### src/rtl/dma_pkg.sv
package dma_pkg;

  typedef enum logic [1:0] {PH_IDLE, PH_READ, PH_WRITE} phase_t;

  typedef struct packed {
    logic       en;
    logic       word;
    logic       dec;
    logic       step;
    logic       ie;
    logic [2:0] mode;
  } ctrl_t;

  localparam logic [2:0] RA_CTRL = 3'd0;
  localparam logic [2:0] RA_COMP = 3'd1;
  localparam logic [2:0] RA_SRC  = 3'd2;
  localparam logic [2:0] RA_DST  = 3'd3;
  localparam logic [2:0] RA_CNT  = 3'd4;

endpackage

### src/rtl/dma_ctrl_reg.sv
module dma_ctrl_reg
  import dma_pkg::*;
(
  input  logic       clk,
  input  logic       rst_n,
  input  logic       wr_ctrl,
  input  logic       rd_ctrl,
  input  logic       wr_comp,
  input  logic [7:0] wdata,
  input  logic       tc,
  output ctrl_t      ctrl,
  output logic       master_en,
  output logic       auto_req,
  output logic       irq,
  output logic       arm,
  output logic       irq_clr
);

  ctrl_t wv;
  logic  rearm;

  assign wv      = ctrl_t'(wdata);
  // enable goes 0 -> 1 through a permitted write
  assign rearm   = wr_ctrl && wv.en && !ctrl.en && arm;
  assign irq_clr = wr_ctrl && (!wv.ie || rearm);

  always_ff @(posedge clk or negedge rst_n) begin
    if (!rst_n) begin
      ctrl      <= '0;
      arm       <= 1'b0;
      master_en <= 1'b0;
      auto_req  <= 1'b0;
      irq       <= 1'b0;
    end else begin
      if (wr_ctrl) begin
        ctrl    <= wv;
        ctrl.en <= wv.en && (ctrl.en || arm);
      end
      if (tc) ctrl.en <= 1'b0;

      if (rd_ctrl && !ctrl.en) arm <= 1'b1;
      else if (wr_ctrl)        arm <= 1'b0;

      if (wr_comp) begin
        master_en <= wdata[0];
        auto_req  <= wdata[1];
      end

      if (tc && ctrl.ie) irq <= 1'b1;
      else if (irq_clr)  irq <= 1'b0;
    end
  end

endmodule

### src/rtl/dma_addr_unit.sv
module dma_addr_unit #(
  parameter int AW = 16,
  parameter int CW = 16
) (
  input  logic          clk,
  input  logic          rst_n,
  input  logic          wr_src,
  input  logic          wr_dst,
  input  logic          wr_cnt,
  input  logic [15:0]   wdata,
  input  logic          xfer_done,
  input  logic          word,
  input  logic          step,
  input  logic          dec,
  output logic [AW-1:0] src,
  output logic [AW-1:0] dst,
  output logic [CW-1:0] cnt,
  output logic          last
);

  function automatic logic [AW-1:0] unit_amt(input logic w);
    return w ? AW'(2) : AW'(1);
  endfunction

  function automatic logic [AW-1:0] src_after(input logic [AW-1:0] a, input logic w,
                                              input logic s, input logic d);
    if (!s) return a;
    if (d)  return a - unit_amt(w);
    return a + unit_amt(w);
  endfunction

  function automatic logic [AW-1:0] dst_after(input logic [AW-1:0] a, input logic w);
    return a + unit_amt(w);
  endfunction

  assign last = (cnt == CW'(1));

  always_ff @(posedge clk or negedge rst_n) begin
    if (!rst_n) begin
      src <= '0;
      dst <= '0;
      cnt <= '0;
    end else begin
      if (wr_src)         src <= wdata[AW-1:0];
      else if (xfer_done) src <= src_after(src, word, step, dec);

      if (wr_dst)         dst <= wdata[AW-1:0];
      else if (xfer_done) dst <= dst_after(dst, word);

      if (wr_cnt)         cnt <= wdata[CW-1:0];
      else if (xfer_done) cnt <= cnt - CW'(1);
    end
  end

endmodule

### src/rtl/dma_seq.sv
module dma_seq
  import dma_pkg::*;
#(
  parameter int AW = 16
) (
  input  logic          clk,
  input  logic          rst_n,
  input  logic          active,
  input  logic          auto_req,
  input  logic          block_mode,
  input  logic          dreq,
  input  logic          last,
  input  logic          word,
  input  logic [AW-1:0] src,
  input  logic [AW-1:0] dst,
  input  logic [15:0]   bus_rdata,
  input  logic          bus_ack,
  output logic          bus_req,
  output logic          bus_we,
  output logic [AW-1:0] bus_addr,
  output logic [15:0]   bus_wdata,
  output logic          start,
  output logic          xfer_done,
  output logic          tc
);

  phase_t      ph;
  logic        burst_q;
  logic [15:0] data_q;
  logic        want;

  assign want      = auto_req || burst_q || dreq;
  assign start     = (ph == PH_IDLE) && active && want;
  assign xfer_done = (ph == PH_WRITE) && bus_ack;
  assign tc        = xfer_done && last;

  assign bus_req   = (ph != PH_IDLE);
  assign bus_we    = (ph == PH_WRITE);
  assign bus_addr  = (ph == PH_WRITE) ? dst : src;
  assign bus_wdata = data_q;

  always_ff @(posedge clk or negedge rst_n) begin
    if (!rst_n) begin
      ph      <= PH_IDLE;
      burst_q <= 1'b0;
      data_q  <= '0;
    end else begin
      case (ph)
        PH_IDLE: if (start) begin
          ph <= PH_READ;
          if (block_mode && dreq) burst_q <= 1'b1;
        end
        PH_READ: if (bus_ack) begin
          data_q <= word ? bus_rdata : {8'h00, bus_rdata[7:0]};
          ph     <= PH_WRITE;
        end
        PH_WRITE: if (bus_ack) ph <= PH_IDLE;
        default: ph <= PH_IDLE;
      endcase
      if (tc || !active) burst_q <= 1'b0;
    end
  end

endmodule

### src/rtl/dma_chan_seq.sv
module dma_chan_seq
  import dma_pkg::*;
#(
  parameter int AW = 16,
  parameter int CW = 16
) (
  input  logic          clk,
  input  logic          rst_n,
  input  logic [2:0]    cpu_addr,
  input  logic          cpu_wr,
  input  logic          cpu_rd,
  input  logic [15:0]   cpu_wdata,
  output logic [15:0]   cpu_rdata,
  input  logic          dreq,
  output logic          bus_req,
  output logic          bus_we,
  output logic          bus_word,
  output logic [AW-1:0] bus_addr,
  output logic [15:0]   bus_wdata,
  input  logic [15:0]   bus_rdata,
  input  logic          bus_ack,
  output logic          irq
);

  ctrl_t         ctrl_q;
  logic          master_en, auto_req, ctrl_arm, irq_clr;
  logic          chan_en, full_mode, active;
  logic          seq_start, seq_done, seq_tc, cnt_last;
  logic [AW-1:0] src_q, dst_q;
  logic [CW-1:0] cnt_q;

  assign chan_en   = ctrl_q.en;
  assign full_mode = ctrl_q.mode[2] && ctrl_q.mode[1];
  assign active    = chan_en && master_en && full_mode;
  assign bus_word  = ctrl_q.word;

  dma_ctrl_reg u_ctrl (
    .clk       (clk),
    .rst_n     (rst_n),
    .wr_ctrl   (cpu_wr && cpu_addr == RA_CTRL),
    .rd_ctrl   (cpu_rd && cpu_addr == RA_CTRL),
    .wr_comp   (cpu_wr && cpu_addr == RA_COMP),
    .wdata     (cpu_wdata[7:0]),
    .tc        (seq_tc),
    .ctrl      (ctrl_q),
    .master_en (master_en),
    .auto_req  (auto_req),
    .irq       (irq),
    .arm       (ctrl_arm),
    .irq_clr   (irq_clr)
  );

  dma_addr_unit #(.AW(AW), .CW(CW)) u_addr (
    .clk       (clk),
    .rst_n     (rst_n),
    .wr_src    (cpu_wr && cpu_addr == RA_SRC),
    .wr_dst    (cpu_wr && cpu_addr == RA_DST),
    .wr_cnt    (cpu_wr && cpu_addr == RA_CNT),
    .wdata     (cpu_wdata),
    .xfer_done (seq_done),
    .word      (ctrl_q.word),
    .step      (ctrl_q.step),
    .dec       (ctrl_q.dec),
    .src       (src_q),
    .dst       (dst_q),
    .cnt       (cnt_q),
    .last      (cnt_last)
  );

  dma_seq #(.AW(AW)) u_seq (
    .clk        (clk),
    .rst_n      (rst_n),
    .active     (active),
    .auto_req   (auto_req),
    .block_mode (ctrl_q.mode[0]),
    .dreq       (dreq),
    .last       (cnt_last),
    .word       (ctrl_q.word),
    .src        (src_q),
    .dst        (dst_q),
    .bus_rdata  (bus_rdata),
    .bus_ack    (bus_ack),
    .bus_req    (bus_req),
    .bus_we     (bus_we),
    .bus_addr   (bus_addr),
    .bus_wdata  (bus_wdata),
    .start      (seq_start),
    .xfer_done  (seq_done),
    .tc         (seq_tc)
  );

  always_comb begin
    case (cpu_addr)
      RA_CTRL: cpu_rdata = {8'h00, ctrl_q};
      RA_COMP: cpu_rdata = {14'd0, auto_req, master_en};
      RA_SRC:  cpu_rdata = 16'(src_q);
      RA_DST:  cpu_rdata = 16'(dst_q);
      RA_CNT:  cpu_rdata = 16'(cnt_q);
      default: cpu_rdata = '0;
    endcase
  end

endmodule

### config.mk
export PLATFORM = sky130hd
export DESIGN_NAME = dma_chan_seq
export DESIGN_NICKNAME = d
export VERILOG_FILES = /design/src/rtl/dma_pkg.sv /design/src/rtl/dma_ctrl_reg.sv /design/src/rtl/dma_addr_unit.sv /design/src/rtl/dma_seq.sv /design/src/rtl/dma_chan_seq.sv
export SDC_FILE = /design/constraint.sdc
export NUM_CORES = 1
export LEC_CHECK = 0
export ABC_CLOCK_PERIOD_IN_PS = 2700
export BUFFER_PORTS_ARGS = -buffer_cell sky130_fd_sc_hd__buf_4
export CORE_ASPECT_RATIO = 1.2
export CORE_UTILIZATION = 50
export DETAILED_ROUTE_END_ITERATION = 10
export PLACE_DENSITY_LB_ADDON = 0.2
export SYNTH_ARGS = -nofsm -noshare
export SYNTH_HDL_FRONTEND = slang
export SYNTH_HIERARCHICAL = 1
export SYNTH_SLANG_ARGS = --single-unit
### constraint.sdc
create_clock -name clk -period 2.7 [get_ports clk]
set_input_delay 0 -clock clk [delete_from_list [all_inputs] [get_ports clk]]
set_output_delay 0 -clock clk [all_outputs]
set_load 0.03 [all_outputs]
After elaboration in Yosys (flattened, before gate mapping)
Cells that the tools add are included.
{ "word_totals": {"regBits": 79, "elab_cells": 109} }
{ "classes": {"add_sub_neg": 4, "eq_ne": 10, "mux": 35, "reduce_logical": 44} }
{ "ops": {"columns": ["cell", "count"], "rows": [
  ["16-bit 2-to-1 mux", 12],
  ["16-bit case mux with 5 select lines", 1],
  ["1-bit logical AND", 21],
  ["2-bit nonzero test", 10],
  ["16-bit adder", 1],
  ["16-bit by 2-bit adder with 16-bit output", 1],
  ["16-bit by 1-bit == test with 1-bit output, second input constant", 1],
  ["1-bit 2-to-1 mux", 16],
  ["16-bit by 1-bit subtractor with 16-bit output, second input constant", 1],
  ["16-bit by 2-bit subtractor with 16-bit output", 1],
  ["2-bit 2-to-1 mux", 4],
  ["8-bit 2-to-1 mux", 1],
  ["3-bit by 2-bit == test with 1-bit output, second input constant", 2],
  ["2-bit case mux with 3 select lines", 1],
  ["3-bit AND reduction", 2],
  ["1-bit logical OR", 5],
  ["2-bit != test, second input constant", 2],
  ["3-bit by 1-bit == test with 1-bit output, second input constant", 1],
  ["3-bit == test, second input constant", 1],
  ["1-bit logical NOT", 3],
  ["3-bit logical NOT", 1],
  ["2-bit by 1-bit == test with 1-bit output, second input constant", 1],
  ["2-bit == test, second input constant", 1],
  ["2-bit logical NOT", 1],
  ["2 further kinds", 2]
]} }

Longest topological paths before layout
{ "logic_depth": {"depth_word": 11, "ltp_mapped": 11, "depth_no_buf": 10} }

Cells and area by module
Netlist, hierarchy kept.
{ "by_module_without_submodules": {"columns": ["module", "n_inst", "cells_each", "area_per_inst_um2", "seq_area_each_um2"], "rows": [
  ["dma_addr_unit", 1, 375, 3240.6, 1201.2],
  ["dma_seq", 1, 89, 1091.0, 475.5],
  ["dma_chan_seq", 1, 73, 573.0, 0.0],
  ["dma_ctrl_reg", 1, 33, 513.0, 300.3]
]} }

Least setup slack after synthesis
OpenSTA, ideal clock, no wires.
{ "synth_timing": {"kind": "flip-flop to flip-flop", "startpoint": "register u_ctrl/ctrl[6] (netlist name)", "endpoint": "register u_addr.src[15]", "setup_time_ps": 87, "arrival_ps": 2489, "required_time_ps": 2613, "slack_ps": 125, "path_stages_with_launch": 11, "n_path_buf": 0, "cell_sequence": "dfrtp_1 -> inv_1 -> nand2_1 -> inv_1 -> ha_1 -> nor2b_1 -> o2111ai_1 -> a31o_2 -> o211a_1 -> or4_1 -> o211ai_1"} }
{ "synth_via": {"elab_chain_len": 7} }
{ "synth_lines": {"columns": ["item", "line", "text"], "rows": [
  ["start: declaration", "dma_ctrl_reg.sv:11", "output ctrl_t ctrl,"],
  ["start signal: assignment", "dma_ctrl_reg.sv:36", "ctrl <= wv;"],
  ["2-bit 2-to-1 mux *", "dma_addr_unit.sv:22", "return w ? AW'(2) : AW'(1);"],
  ["16-bit by 2-bit subtractor with 16-bit output", "dma_addr_unit.sv:28", "if (d) return a - unit_amt(w);"],
  ["16-bit 2-to-1 mux", "dma_addr_unit.sv:28", null],
  ["16-bit 2-to-1 mux *", "dma_addr_unit.sv:29", "return a + unit_amt(w);"],
  ["16-bit 2-to-1 mux *", "dma_addr_unit.sv:28", null],
  ["16-bit 2-to-1 mux *", "dma_addr_unit.sv:45", "else if (xfer_done) src <= src_after(src, word, step, dec);"],
  ["16-bit 2-to-1 mux *", "dma_addr_unit.sv:44", "if (wr_src) src <= wdata[AW-1:0];"],
  ["end signal: assignment", "dma_addr_unit.sv:44", null],
  ["end signal: assignment", "dma_addr_unit.sv:45", null],
  ["end: declaration", "dma_addr_unit.sv:15", "output logic [AW-1:0] src,"]
]} }
Mark *: on every way between the ends. The rest lies on a longest branch, timed or not. The select of a mux whose other input is x is not followed.
A chain may end at the register's enable or synchronous reset.

Worst setup path after layout
{ "layout_timing": {"startpoint": "register u_ctrl/ctrl[6] (netlist name)", "endpoint": "register u_addr.src[14]"} }
The elaborated chain is that of the path after synthesis.

==> impl_metrics.tcl <==
set metrics [dict create \
    status "completed" \
    cpMostUsedCell "a31oi_1" \
    cp_data_required_time_ps 2940 \
    synth_area_um2 5396 \
    syn_to_final_growth_pct 27.29 \
    power_per_cell_area_nw_per_um2 953.4 \
    fin_skew_ps 9.439 \
    cts_htree_levels 3 \
    postSynthCellCount 567 \
    detailed_route_wire_length_per_cell_um 17.81 \
    standard_cell_rows 41 \
    rsz0062_at_grt "no" \
    routed-via-count 4705 \
    clk_path_buf_depth 2 \
    finalSetupTns_ps 0 \
    pins_over_slew_limit 0 \
    critical_path.cell_chain "inv_1, nand2_1, fa_1, nor2b_1, o211ai_1, a31oi_1, a31oi_1, xor2_1, o221ai_1" \
    first_iter_violations 258 \
    gr-total-overflow 0 \
    num-nets-final 752 \
    tritoncts "done" \
    worst-path-buf-inv 1 \
    pre_cts_ws_ps 224.1 \
    layout-drive-gt1-share_pct 25.79 \
    number_of_global_route_vias_before_repair 4814 \
    cts_made_buffers 9 \
    total_die_area_um2 11210 \
    period_needed_ps 2547 \
    max_freq_mhz 392.6 \
    place_hpwl_um 10390 \
    rr_endpoint "u_addr/src[14]" \
    worst_pin_slew_ps 1007 \
    final-hold-violation-count 0 \
    ant_nets_after_route 0 \
    num_antenna_cells 0 \
    grt_max_degree 80 \
    grt_usage_pct 26.51 \
    power.static_leakage_nw 3.165 \
    place.gp.congestion 0.9856 \
    min_path_type "in2reg" \
    criticalPathCategory "reg2reg" \
    worstPathArrival_ps 2780 \
    detail_route.first_pass.iterations 5 \
    timing.hold.worst_path_depth 4 \
    cts_repair_resize_count 0 \
    hold-worst-slack_ps 86.11 \
    finalSetupViolations 0 \
    crit_path_max_incr_delay_ps 460 \
    critical_path.top_delay_family "compound AO/OA/AOI/OAI gates" \
    synth.net_count 629 \
    slew_headroom_pct 32.87 \
    holdPathEnd "u_ctrl/arm" \
    worst_path_max_delay_cell "a31oi_1" \
    synthesis.area_per_instance_um2 9.518 \
    drc 0 \
    grt_antenna_before_repair 0 \
    drt-vias-per-instance 5.717 \
    clk_pin_slew_ps 60 \
    critical_path.startpoint_type "flop" \
    die_w_um 96.84 \
    regToRegSetupSlack_ps 150 \
    clock_insertion_delay_worst_skew_ps 340 \
    initial_utilization_pct 51.31 \
    die_h_um 115.8 \
    critical_path_peak_fanout 5 \
    port-buffer-count 92 \
    final_critical_path_setup_slack_ps 152.8 \
    min_period_over_period_pct 94.34 \
    hold_path_startpoint "cpu_rd" \
    wl_um 14650 \
    grt_first_pass_wirelength_um 23340 \
    final_core_util_pct 65.32 \
    worst_setup_path_end_kind "flop" \
    cap_viol_max_count 0 \
    ys_warn_count 6 \
    cts.root.buffer_cell "clkbuf_16" \
    reg2reg_from "u_ctrl/ctrl[6]" \
    cts_sink_count 79 \
    coreArea_um2 10520 \
    vdd_ir_drop_max_mv 0.6778 \
    reg2reg_depth 9 \
    io-pin-count 93 \
]
==> flip-flops by register name (all words and copies together), names as in the netlist, 2 cells and up <==
signal           count
u_seq/bus_wdata     16
u_addr/cnt          16
u_ctrl/ctrl          8
u_addr/src          16
u_addr/dst          16
u_seq/ph             2
==> routing by layer <==
metal / track usage [%] / wire length [um] / vias up
met5: 0 / 0 / -
met4: 9.851 / 281 / 0
met3: 3.920 / 663 / 20
met2: 47.37 / 7540 / 146
met1: 32.69 / 6168 / 2291
li1: - / - / 2248
==> cell type report <==
class,instances,area [um2]
Clock buffer,12,256.5
Clock inverter,3,90.09
Fill cell,832,3647
Inverter,26,97.59
Multi-Input combinational cell,436,3163
Sequential cell,79,1977
Tap cell,129,161.4
Timing Repair Buffer,138,1124
==> worst max-delay path by stage <==
| stage | start | to | depth (start not counted) |
|---|---|---|---|
| 4_1_cts | u_ctrl/ctrl[6] | u_addr/src[14] | 9 |
| 5_1_grt | u_ctrl/ctrl[6] | u_addr/src[14] | 9 |
| 6_report | u_ctrl/ctrl[6] | u_addr/src[14] | 9 |
| 3_5_place_dp | u_ctrl/ctrl[6] | u_addr/src[15] | 10 |
| 2_1_floorplan | u_ctrl/ctrl[6] | u_addr/src[15] | 10 |
| 3_3_place_gp | u_ctrl/ctrl[6] | u_addr/src[15] | 10 |
==> worst min-delay path, cell delays in order <==
cell	delay, ps
buf_4	100
nor4b_2	150
inv_1	50
o22ai_1	80
==> stage by stage <==
step / cells / instance area [um2] / power (mW)
floorplan: 567 / 5396 / 4.095
global placement: 773 / 6172 / 4.982
detailed placement: 773 / 6172 / 5.076
CTS: 823 / 6869 / 6.539
global route: 823 / 6869 / 6.918
finish: 823 / 6869 / 6.549
==> where the power goes <==
part | internal [mW] | switching, mW
combinational | 1.38 | 1.73
clock | 0.949 | 0.465
sequential | 1.57 | 0.456
total | 3.90 | 2.65
==> repair_timing <==
| action | CTS | global route |
|---|---|---|
| setup buffers | 0 | 0 |
| hold endpoints to repair | 155 | 0 |
| hold buffers | 35 | 0 |
| endpoints found under the setup margin | 0 | 0 |
==> placed cells by master, fill, tap and decap left out, drive strengths merged, types with 19 or more instances in the layout <==
master	instances
ha	19
mux2i	26
xor2	20
nor2	23
buf	103
nand2	85
a21oi	28
mux2	39
dfrtp	79
dlygate4sd3	35
o21ai	55
inv	26
Power figures use the tool's default switching activity.
